`config.mk`:
```
export PLATFORM = sky130hd
export DESIGN_NAME = tclk_prescaler
export DESIGN_NICKNAME = d
export VERILOG_FILES = /design/src/rtl/tclk_pkg.sv /design/src/rtl/tclk_src_mux.sv /design/src/rtl/tclk_divider.sv /design/src/rtl/tclk_edge_det.sv /design/src/rtl/tclk_prescaler.sv
export SDC_FILE = /design/constraint.sdc
export NUM_CORES = 1
export LEC_CHECK = 0
export ABC_CLOCK_PERIOD_IN_PS = 2900
export BUFFER_PORTS_ARGS = -buffer_cell sky130_fd_sc_hd__clkbuf_2
export CORE_UTILIZATION = 54
export CTS_BUF_LIST = sky130_fd_sc_hd__clkbuf_8
export DETAILED_ROUTE_END_ITERATION = 6
export PLACE_DENSITY = 0.78
export SLEW_MARGIN = 5
export SYNTH_ARGS = -nofsm -noshare
export SYNTH_HDL_FRONTEND = slang
export SYNTH_SLANG_ARGS = --single-unit
export TNS_END_PERCENT = 20
```
`constraint.sdc`:
```
create_clock -name clk -period 2.9 [get_ports clk]
set_clock_uncertainty 0.05 [all_clocks]
set_input_delay 0.29 -clock clk [delete_from_list [all_inputs] [get_ports clk]]
set_output_delay 0.29 -clock clk [all_outputs]
set_load 0.005 [all_outputs]
```
`src/rtl/tclk_pkg.sv`:
```
package tclk_pkg;
  localparam int CODE_W    = 3;
  localparam int MAX_SHIFT = 12;
  localparam int RATIO_W   = MAX_SHIFT + 1;
  localparam int CNT_W     = MAX_SHIFT;

  typedef struct packed {
    logic              slow;
    logic [CODE_W-1:0] code;
  } cfg_t;

  // log2 of the divide ratio when the fast source is selected
  function automatic int fast_shift(input logic [CODE_W-1:0] code);
    case (code)
      3'd0:    return 0;
      3'd1:    return 1;
      3'd2:    return 3;
      3'd3:    return 5;
      3'd4:    return 6;
      3'd5:    return 8;
      3'd6:    return 10;
      default: return 12;
    endcase
  endfunction

  function automatic logic [RATIO_W-1:0] ratio_of(input cfg_t cfg);
    int sh;
    sh = cfg.slow ? int'(cfg.code) : fast_shift(cfg.code);
    return RATIO_W'(1) << sh;
  endfunction
endpackage

```
`src/rtl/tclk_src_mux.sv`:
```
module tclk_src_mux (
  input  logic slow_tick_i,
  input  logic fast_tick_i,
  input  logic src_slow_i,
  output logic tick_o
);
  always_comb tick_o = src_slow_i ? slow_tick_i : fast_tick_i;
endmodule

```
`src/rtl/tclk_divider.sv`:
```
module tclk_divider
  import tclk_pkg::*;
(
  input  logic             clk,
  input  logic             rst_n,
  input  cfg_t             cfg_i,
  input  logic             tick_i,
  output logic             pulse_o,
  output logic             cfg_change_o,
  output logic [CNT_W-1:0] cnt_o
);
  cfg_t             cfg_q;
  logic [CNT_W-1:0] cnt_q;
  logic [CNT_W-1:0] last_val;
  logic             at_last;

  always_comb begin
    last_val     = CNT_W'(ratio_of(cfg_i) - RATIO_W'(1));
    cfg_change_o = (cfg_i != cfg_q);
    at_last      = (cnt_q == last_val);
    pulse_o      = tick_i && at_last && !cfg_change_o;
  end

  always_ff @(posedge clk or negedge rst_n) begin
    if (!rst_n) begin
      cfg_q <= '0;
      cnt_q <= '0;
    end else begin
      cfg_q <= cfg_i;
      if (cfg_change_o)  cnt_q <= '0;
      else if (tick_i)   cnt_q <= at_last ? '0 : cnt_q + CNT_W'(1);
    end
  end

  assign cnt_o = cnt_q;
endmodule

```
`src/rtl/tclk_edge_det.sv`:
```
module tclk_edge_det (
  input  logic clk,
  input  logic rst_n,
  input  logic level_i,
  output logic rise_o
);
  logic level_q;
  always_ff @(posedge clk or negedge rst_n) begin
    if (!rst_n) level_q <= 1'b0;
    else        level_q <= level_i;
  end
  assign rise_o = level_i && !level_q;
endmodule

```
`src/rtl/tclk_prescaler.sv`:
```
module tclk_prescaler
  import tclk_pkg::*;
(
  input  logic              clk,
  input  logic              rst_n,
  input  logic              slow_tick_i,
  input  logic              fast_tick_i,
  input  logic              src_slow_i,
  input  logic [CODE_W-1:0] ratio_code_i,
  input  logic              ext_sel_i,
  input  logic              ext_event_i,
  input  logic              run_en_i,
  output logic              count_strobe_o
);
  cfg_t             cfg;
  logic             src_tick;
  logic             div_pulse;
  logic             cfg_change;
  logic [CNT_W-1:0] div_cnt;
  logic             ext_rise;
  logic             event_sel;

  assign cfg.slow = src_slow_i;
  assign cfg.code = ratio_code_i;

  tclk_src_mux u_mux (
    .slow_tick_i (slow_tick_i),
    .fast_tick_i (fast_tick_i),
    .src_slow_i  (src_slow_i),
    .tick_o      (src_tick)
  );

  tclk_divider u_div (
    .clk          (clk),
    .rst_n        (rst_n),
    .cfg_i        (cfg),
    .tick_i       (src_tick),
    .pulse_o      (div_pulse),
    .cfg_change_o (cfg_change),
    .cnt_o        (div_cnt)
  );

  tclk_edge_det u_edge (
    .clk     (clk),
    .rst_n   (rst_n),
    .level_i (ext_event_i),
    .rise_o  (ext_rise)
  );

  assign event_sel = ext_sel_i ? ext_rise : div_pulse;

  always_ff @(posedge clk or negedge rst_n) begin
    if (!rst_n) count_strobe_o <= 1'b0;
    else        count_strobe_o <= run_en_i && event_sel;
  end
endmodule

```
==> results of run 1 <==
per-stage QoR:
step / worst slack (ps) / power (W)
floorplan: 268.3 / 0.0003352
CTS: 319.8 / 0.0005773
detailed placement: 46.62 / 0.0003674
finish: 292.3 / 0.0005708
global placement: 99.12 / 0.0003636
global route: 142.3 / 0.0005966
layout make-up:
| cell class | instances | area (um2) |
|---|---|---|
| sequential | 18 | 450.4 |
| clock buffer | 4 | 55.05 |
| inverter | 6 | 22.52 |
| multi-input combinational | 136 | 907.1 |
| timing repair buffer | 23 | 147.6 |
| tap | 30 | 37.54 |
| fill | 222 | 902.1 |
path summary, 6_finish.rpt:
path,startpoint,to,slack (ps),cells after the start
hold / removal,ext_event_i,u_edge.level_q,120,1
setup reg to reg,u_div.cnt_o[4],u_div.cnt_o[4],620,7
max in group asynchronous,rst_n,u_edge.level_q,2020,2
hold reg to reg,u_edge.level_q,count_strobe_o,480,2
setup / recovery,ratio_code_i[2],u_div.cnt_o[4],290,10
min in group asynchronous,rst_n,u_div.cfg_q[2],460,2
sequential cells by signal (all words and copies together), names as in the netlist:
name / cells
u_edge.level_q: 1
count_strobe_o: 1
u_div.cnt_o: 12
u_div.cfg_q: 4
layer usage:
| layer | track usage [%] | up-vias | routed length, um |
|---|---|---|---|
| met4 | 11.54 | 0 | 57 |
| met5 | 0 | - | 0 |
| li1 | - | 654 | - |
| met2 | 40.74 | 46 | 1597 |
| met1 | 34.54 | 631 | 1520 |
| met3 | 3.107 | 10 | 145 |
worst max-delay path, stage by stage:
cell	delay, ps
clkbuf_2	120
or3_4	380
ha_1	280
or3b_1	370
a211oi_1	260
o21ai_0	110
a21oi_1	300
a31oi_4	210
a21o_1	200
a22o_1	170
synthesized netlist by cell type (4+ instances only):
library cell  number
xnor2_1            9
nor2b_1            6
nor2_1            10
or3_1              4
dfrtp_1           18
a21oi_1            6
clkbuf_1           7
nand2_1           23
nand3b_1           5
nand3_1           14
inv_1              6
nor3_1             5
timing repair:
item | 4_1_cts | 5_1_grt
endpoints found under the hold margin | 18 | 0
setup buffers | 0 | 0
hold buffers | 1 | 0
power by group:
group          switching, W  internal, W  leakage, nW  total [W]
sequential       0.00000314     0.000255        0.240   0.000258
clock             0.0000852     0.000121       0.0288   0.000206
combinational     0.0000595    0.0000472        0.428   0.000107
total              0.000148     0.000423        0.696   0.000571
logic make-up (layout without fill, tap and decap cells):
group,after synthesis,count (layout),synth area share [%]
DFF,18,18,30.80
and+or+nand+nor,86,86,33.88
muxes,4,4,2.823
AOI/OAI and AO/OA,32,32,16.43
adders and majority gates,2,2,1.711
xor gates and xnor gates,12,12,7.186
buffers and inverters,20,33,7.186
==> reports/qor.csv, run 1 <==
metric;value;unit
htree depth;1;
hpwl dp;2526;um
# IOs;12;
cells after synthesis;174;
total nets after synthesis;187;
CTS Buffer Depth;2;
Pleak;0.6963;nW
cell taking the most area after synthesis;dfrtp_1;
Congestion Overflow GR;0;
max_cap viols;0;
Post-Synthesis Cell Area;1463;um2
Unique masters post-synth;48;
Die ar.;2921;um2
Final min period;2608;ps
fmax;383.5;MHz
largest net degree at the start of global routing;19;
routed len/inst;15.30;um
RSZ-0062 raised after global routing;no;
CP Capture Type;register;
post-CTS resize count;0;
sum of negative setup slack;0;ps
RePlAce Congestion;0.9776;
final hold violations;0;
P per Cell Area;352.3;nW/um2
ant diodes;0;
worst slew pin tran;459.1;ps
number of global-route vias before repair;1212;
required time of the critical path;3000;ps
CTS Buf Count;3;
chip height;54.05;um
antenna viol nets, final;0;
Vias/cell;6.180;
clk root buf;clkbuf_8;
DP Area;1555;um2
top_reg_cell synth;dfrtp_1;
CTS tree;done;
initial core utilization;57.99;%
Final Cycle Share;89.92;%
row count;18;
synthesized area per cell;8.406;um2
drt total wl;3321;um
layout cells sized above 1;17.65;%
post-route insts no fill;217;
Post-synth ARST share;100.0;%
Die Width;54.05;um
Post-synth EDFFs;0;
slew margin rel.;69.33;%
worst min path class;primary input to register;
crit path DAT;2700;ps
core area;2522;um2
nets;201;
Seq cells post-synth;18;
clock network latency to the later pin of the worst-skew pair;250;ps
first-pass GRT wire length;5444;um
critical path class;primary input to register;
commonest non-fill, non-tap cell in the layout;nand2_1;
fin. max-slew vios;0;
status;finished clean;
final hold slack;115.3;ps
CP Launch Type;primary input;
port bufs;11;
initial antenna violation count;0;
setup violators final;0;
CTS Sinks;18;
placed instance count;212;
GRT Util Overall;25.65;%
largest cells by area after synthesis;dfrtp_1, nand2_1, xnor2_1;
final core utilization;64.24;%
First-pass DRT Iterations;5;
Area growth, synth to finish;10.78;%
register area share after synthesis;30.80;%
area share of the largest cell type after synthesis;30.80;%
critical path peak fanout;13;
Post-Layout Inst Area;1620;um2
Post-route DRC;0;
most frequent cells in the layout;nand2_1, dfrtp_1, nand3_1, clkbuf_2, buf_4;
Warnings, synthesis;0;
Starting DRT DRC Count;40;
maximum vdd drop;0.3050;mV
Reg clk slew, reported paths;70;ps
via count;1341;
No activity file was read; power rests on OpenSTA's default activity.
==> run 2, diff against run 1 <==
--- a/config.mk
+++ b/config.mk
@@ -8,4 +8,5 @@
 export ABC_CLOCK_PERIOD_IN_PS = 2900
 export BUFFER_PORTS_ARGS = -buffer_cell sky130_fd_sc_hd__clkbuf_2
+export CORE_MARGIN = 5
 export CORE_UTILIZATION = 54
 export CTS_BUF_LIST = sky130_fd_sc_hd__clkbuf_8
==> constraint.sdc (replaced) <==
create_clock -name clk -period 2.9 [get_ports clk]
set_clock_uncertainty 0.05 [all_clocks]
set_input_delay 0.29 -clock clk [delete_from_list [all_inputs] [get_ports clk]]
set_output_delay 0.29 -clock clk [all_outputs]
set_load 0.01 [all_outputs]
==> reports/qor.csv, run 2 (same netlist as run 1, synthesis figures left out) <==
metric;value;unit;change
DP Area;1518;um2;-2.4%
antenna viol nets, final;0;;unchanged
CTS tree;done;;
required time of the critical path;3000;ps;about the same
fmax;377.6;MHz;-1.5%
Post-route DRC;0;;unchanged
combinational power share;18.1;%;-0.6 points
# IOs;12;;unchanged
ant diodes;0;;unchanged
Starting DRT DRC Count;141;;+250%
post-CTS resize count;0;;unchanged
placed instance count;207;;-2.4%
worst min path class;primary input to register;;
CTS Buffer Depth;2;;unchanged
clock network latency to the later pin of the worst-skew pair;250;ps;about the same
Die ar.;3850;um2;+32%
First-pass DRT Iterations;4;;-1
sum of negative setup slack;0;ps;unchanged
Reg clk slew, reported paths;70;ps;about the same
slew margin rel.;43.11;%;-26 points
Pleak;0.6718;nW;-3.5%
grt met1 use;27.87;%;-6.7 points
chip height;62.05;um;+15%
sequential share of power;45.5;%;+0.2 points
CTS Sinks;18;;unchanged
critical path class;primary input to register;;
final hold slack;114.7;ps;-0.6640 ps
CTS Buf Count;3;;unchanged
P per Cell Area;358.7;nW/um2;+1.8%
met2 Use GR;34.62;%;-6.1 points
max FFs per register;12;;unchanged
Fillers;229;;+3.2%
clock share of power;36.4;%;+0.4 points
CP max stage delay;350;ps;-30 ps
post-route insts no fill;212;;-2.3%
nets;196;;-2.5%
setup violators final;0;;unchanged
drt total wl;3479;um;+4.8%
CP Launch Type;primary input;;
fin. max-slew vios;0;;unchanged
status;finished clean;;
hpwl dp;2525;um;about the same
Vias/cell;6.255;;+1.2%
initial antenna violation count;0;;unchanged
initial core utilization;57.47;%;-0.51 points
Final Cycle Share;91.31;%;+1.4 points
htree depth;1;;unchanged
core area;2545;um2;+0.89%
Post-Layout Inst Area;1583;um2;-2.3%
critical path peak fanout;14;;+1
final hold violations;0;;unchanged
RePlAce Congestion;0.8661;;-11%
Die Width;62.05;um;+15%
Area growth, synth to finish;8.212;%;
port bufs;11;;unchanged
M3 GR Usage;2.893;%;-0.21 points
worst slew pin tran;850.2;ps;+391.1 ps
clk root buf;clkbuf_8;;
Max stage delay cell, worst path;or3_4;;
maximum vdd drop;0.3858;mV;+26%
commonest non-fill, non-tap cell in the layout;nand2_1;;
number of global-route vias before repair;1208;;-0.33%
largest net degree at the start of global routing;19;;unchanged
via count;1326;;-1.1%
first-pass GRT wire length;5830;um;+7.1%
row count;18;;unchanged
Top Usage Layer GRT;met2;;
Tot Pwr;0.0005678;W;-0.53%
Psw;0.0001487;W;+0.58%
switching part of the total power;26.19;%;+0.29 points
routed len/inst;16.41;um;+7.2%
Pint;0.0004191;W;-0.91%
Final min period;2648;ps;+40.38 ps
Congestion Overflow GR;0;;unchanged
Critical Path, Cell by Cell;clkbuf_2, or3_4, ha_1, or3b_1, a211oi_1, o21ai_0, a21oi_1, a31oi_4, a21o_1, a22o_1;;
RSZ-0062 raised after global routing;no;;
CP Capture Type;register;;
max_cap viols;0;;unchanged
GRT Util Overall;20.94;%;-4.7 points
layout cells sized above 1;15.38;%;-2.3 points
most frequent cells in the layout;nand2_1, dfrtp_1, nand3_1, clkbuf_2, nor2_1;;
crit path DAT;2740;ps;+40 ps
Post-CTS Setup Inserts;0;;unchanged
==> run 2: worst paths after layout <==
check	to	start	slack, ps	cells past startpoint
worst max-delay path	u_div.cnt_o[4]	ratio_code_i[1]	250	10
worst max register to register	u_div.cnt_o[4]	u_div.cnt_o[4]	590	7
max in group asynchronous	u_div.cnt_o[11]	rst_n	2020	2
worst min-delay path	u_edge.level_q	ext_event_i	110	1
worst min register to register	count_strobe_o	u_edge.level_q	480	2
min in group asynchronous	u_div.cnt_o[6]	rst_n	460	2
==> run 2: cell type report <==
class / instances / area, um2 / area share [%]
Clock buffer: 4 / 55.05 / 3.478
Sequential cell: 18 / 450.4 / 28.46
Timing Repair Buffer: 18 / 110.1 / 6.957
Tap cell: 30 / 37.54 / 2.372
Multi-Input combinational cell: 136 / 907.1 / 57.31
Inverter: 6 / 22.52 / 1.423
==> run 2: power by group through the flow <==
stage / logic, W / clock network [W] / registers, W
after detailed placement: 0.000100 / 0 / 0.000263
after global placement: 0.0000960 / 0 / 0.000263
after floorplan: 0.0000729 / 0 / 0.000262
final: 0.000103 / 0.000207 / 0.000258
after CTS: 0.000103 / 0.000207 / 0.000258
after global routing: 0.000114 / 0.000222 / 0.000259
==> run 2: metal layers <==
| metal | part of all wire, % | wire length, um |
|---|---|---|
| met1 | 43 | 1500 |
| met2 | 50 | 1728 |
| met3 | 5.3 | 185 |
| met4 | 1.9 | 65 |
| met5 | 0 | 0 |
==> run 2: repair_timing <==
item                                    4_1_cts  5_1_grt
endpoints found under the setup margin        0        0
hold buffers                                  1        0
hold endpoints to repair                     18        0
==> run 2: per-stage QoR <==
| stage | setup WS (ps) | util [%] |
|---|---|---|
| global placement | 134.7 | 59.64 |
| CTS | 258.7 | 62.19 |
| detailed placement | 61.67 | 59.64 |
| floorplan | 268.3 | - |
| finish | 251.9 | 62.19 |
| global route | 101.9 | 62.19 |
==> run 2: worst max-delay path: cells and delay by family <==
kind | cells | cell delay [ps]
buffers and inverters | 1 | 140
adder cells (fa/ha/maj) | 1 | 260
AO/OA/AOI/OAI | 6 | 1360
AND/OR/NAND/NOR | 2 | 700
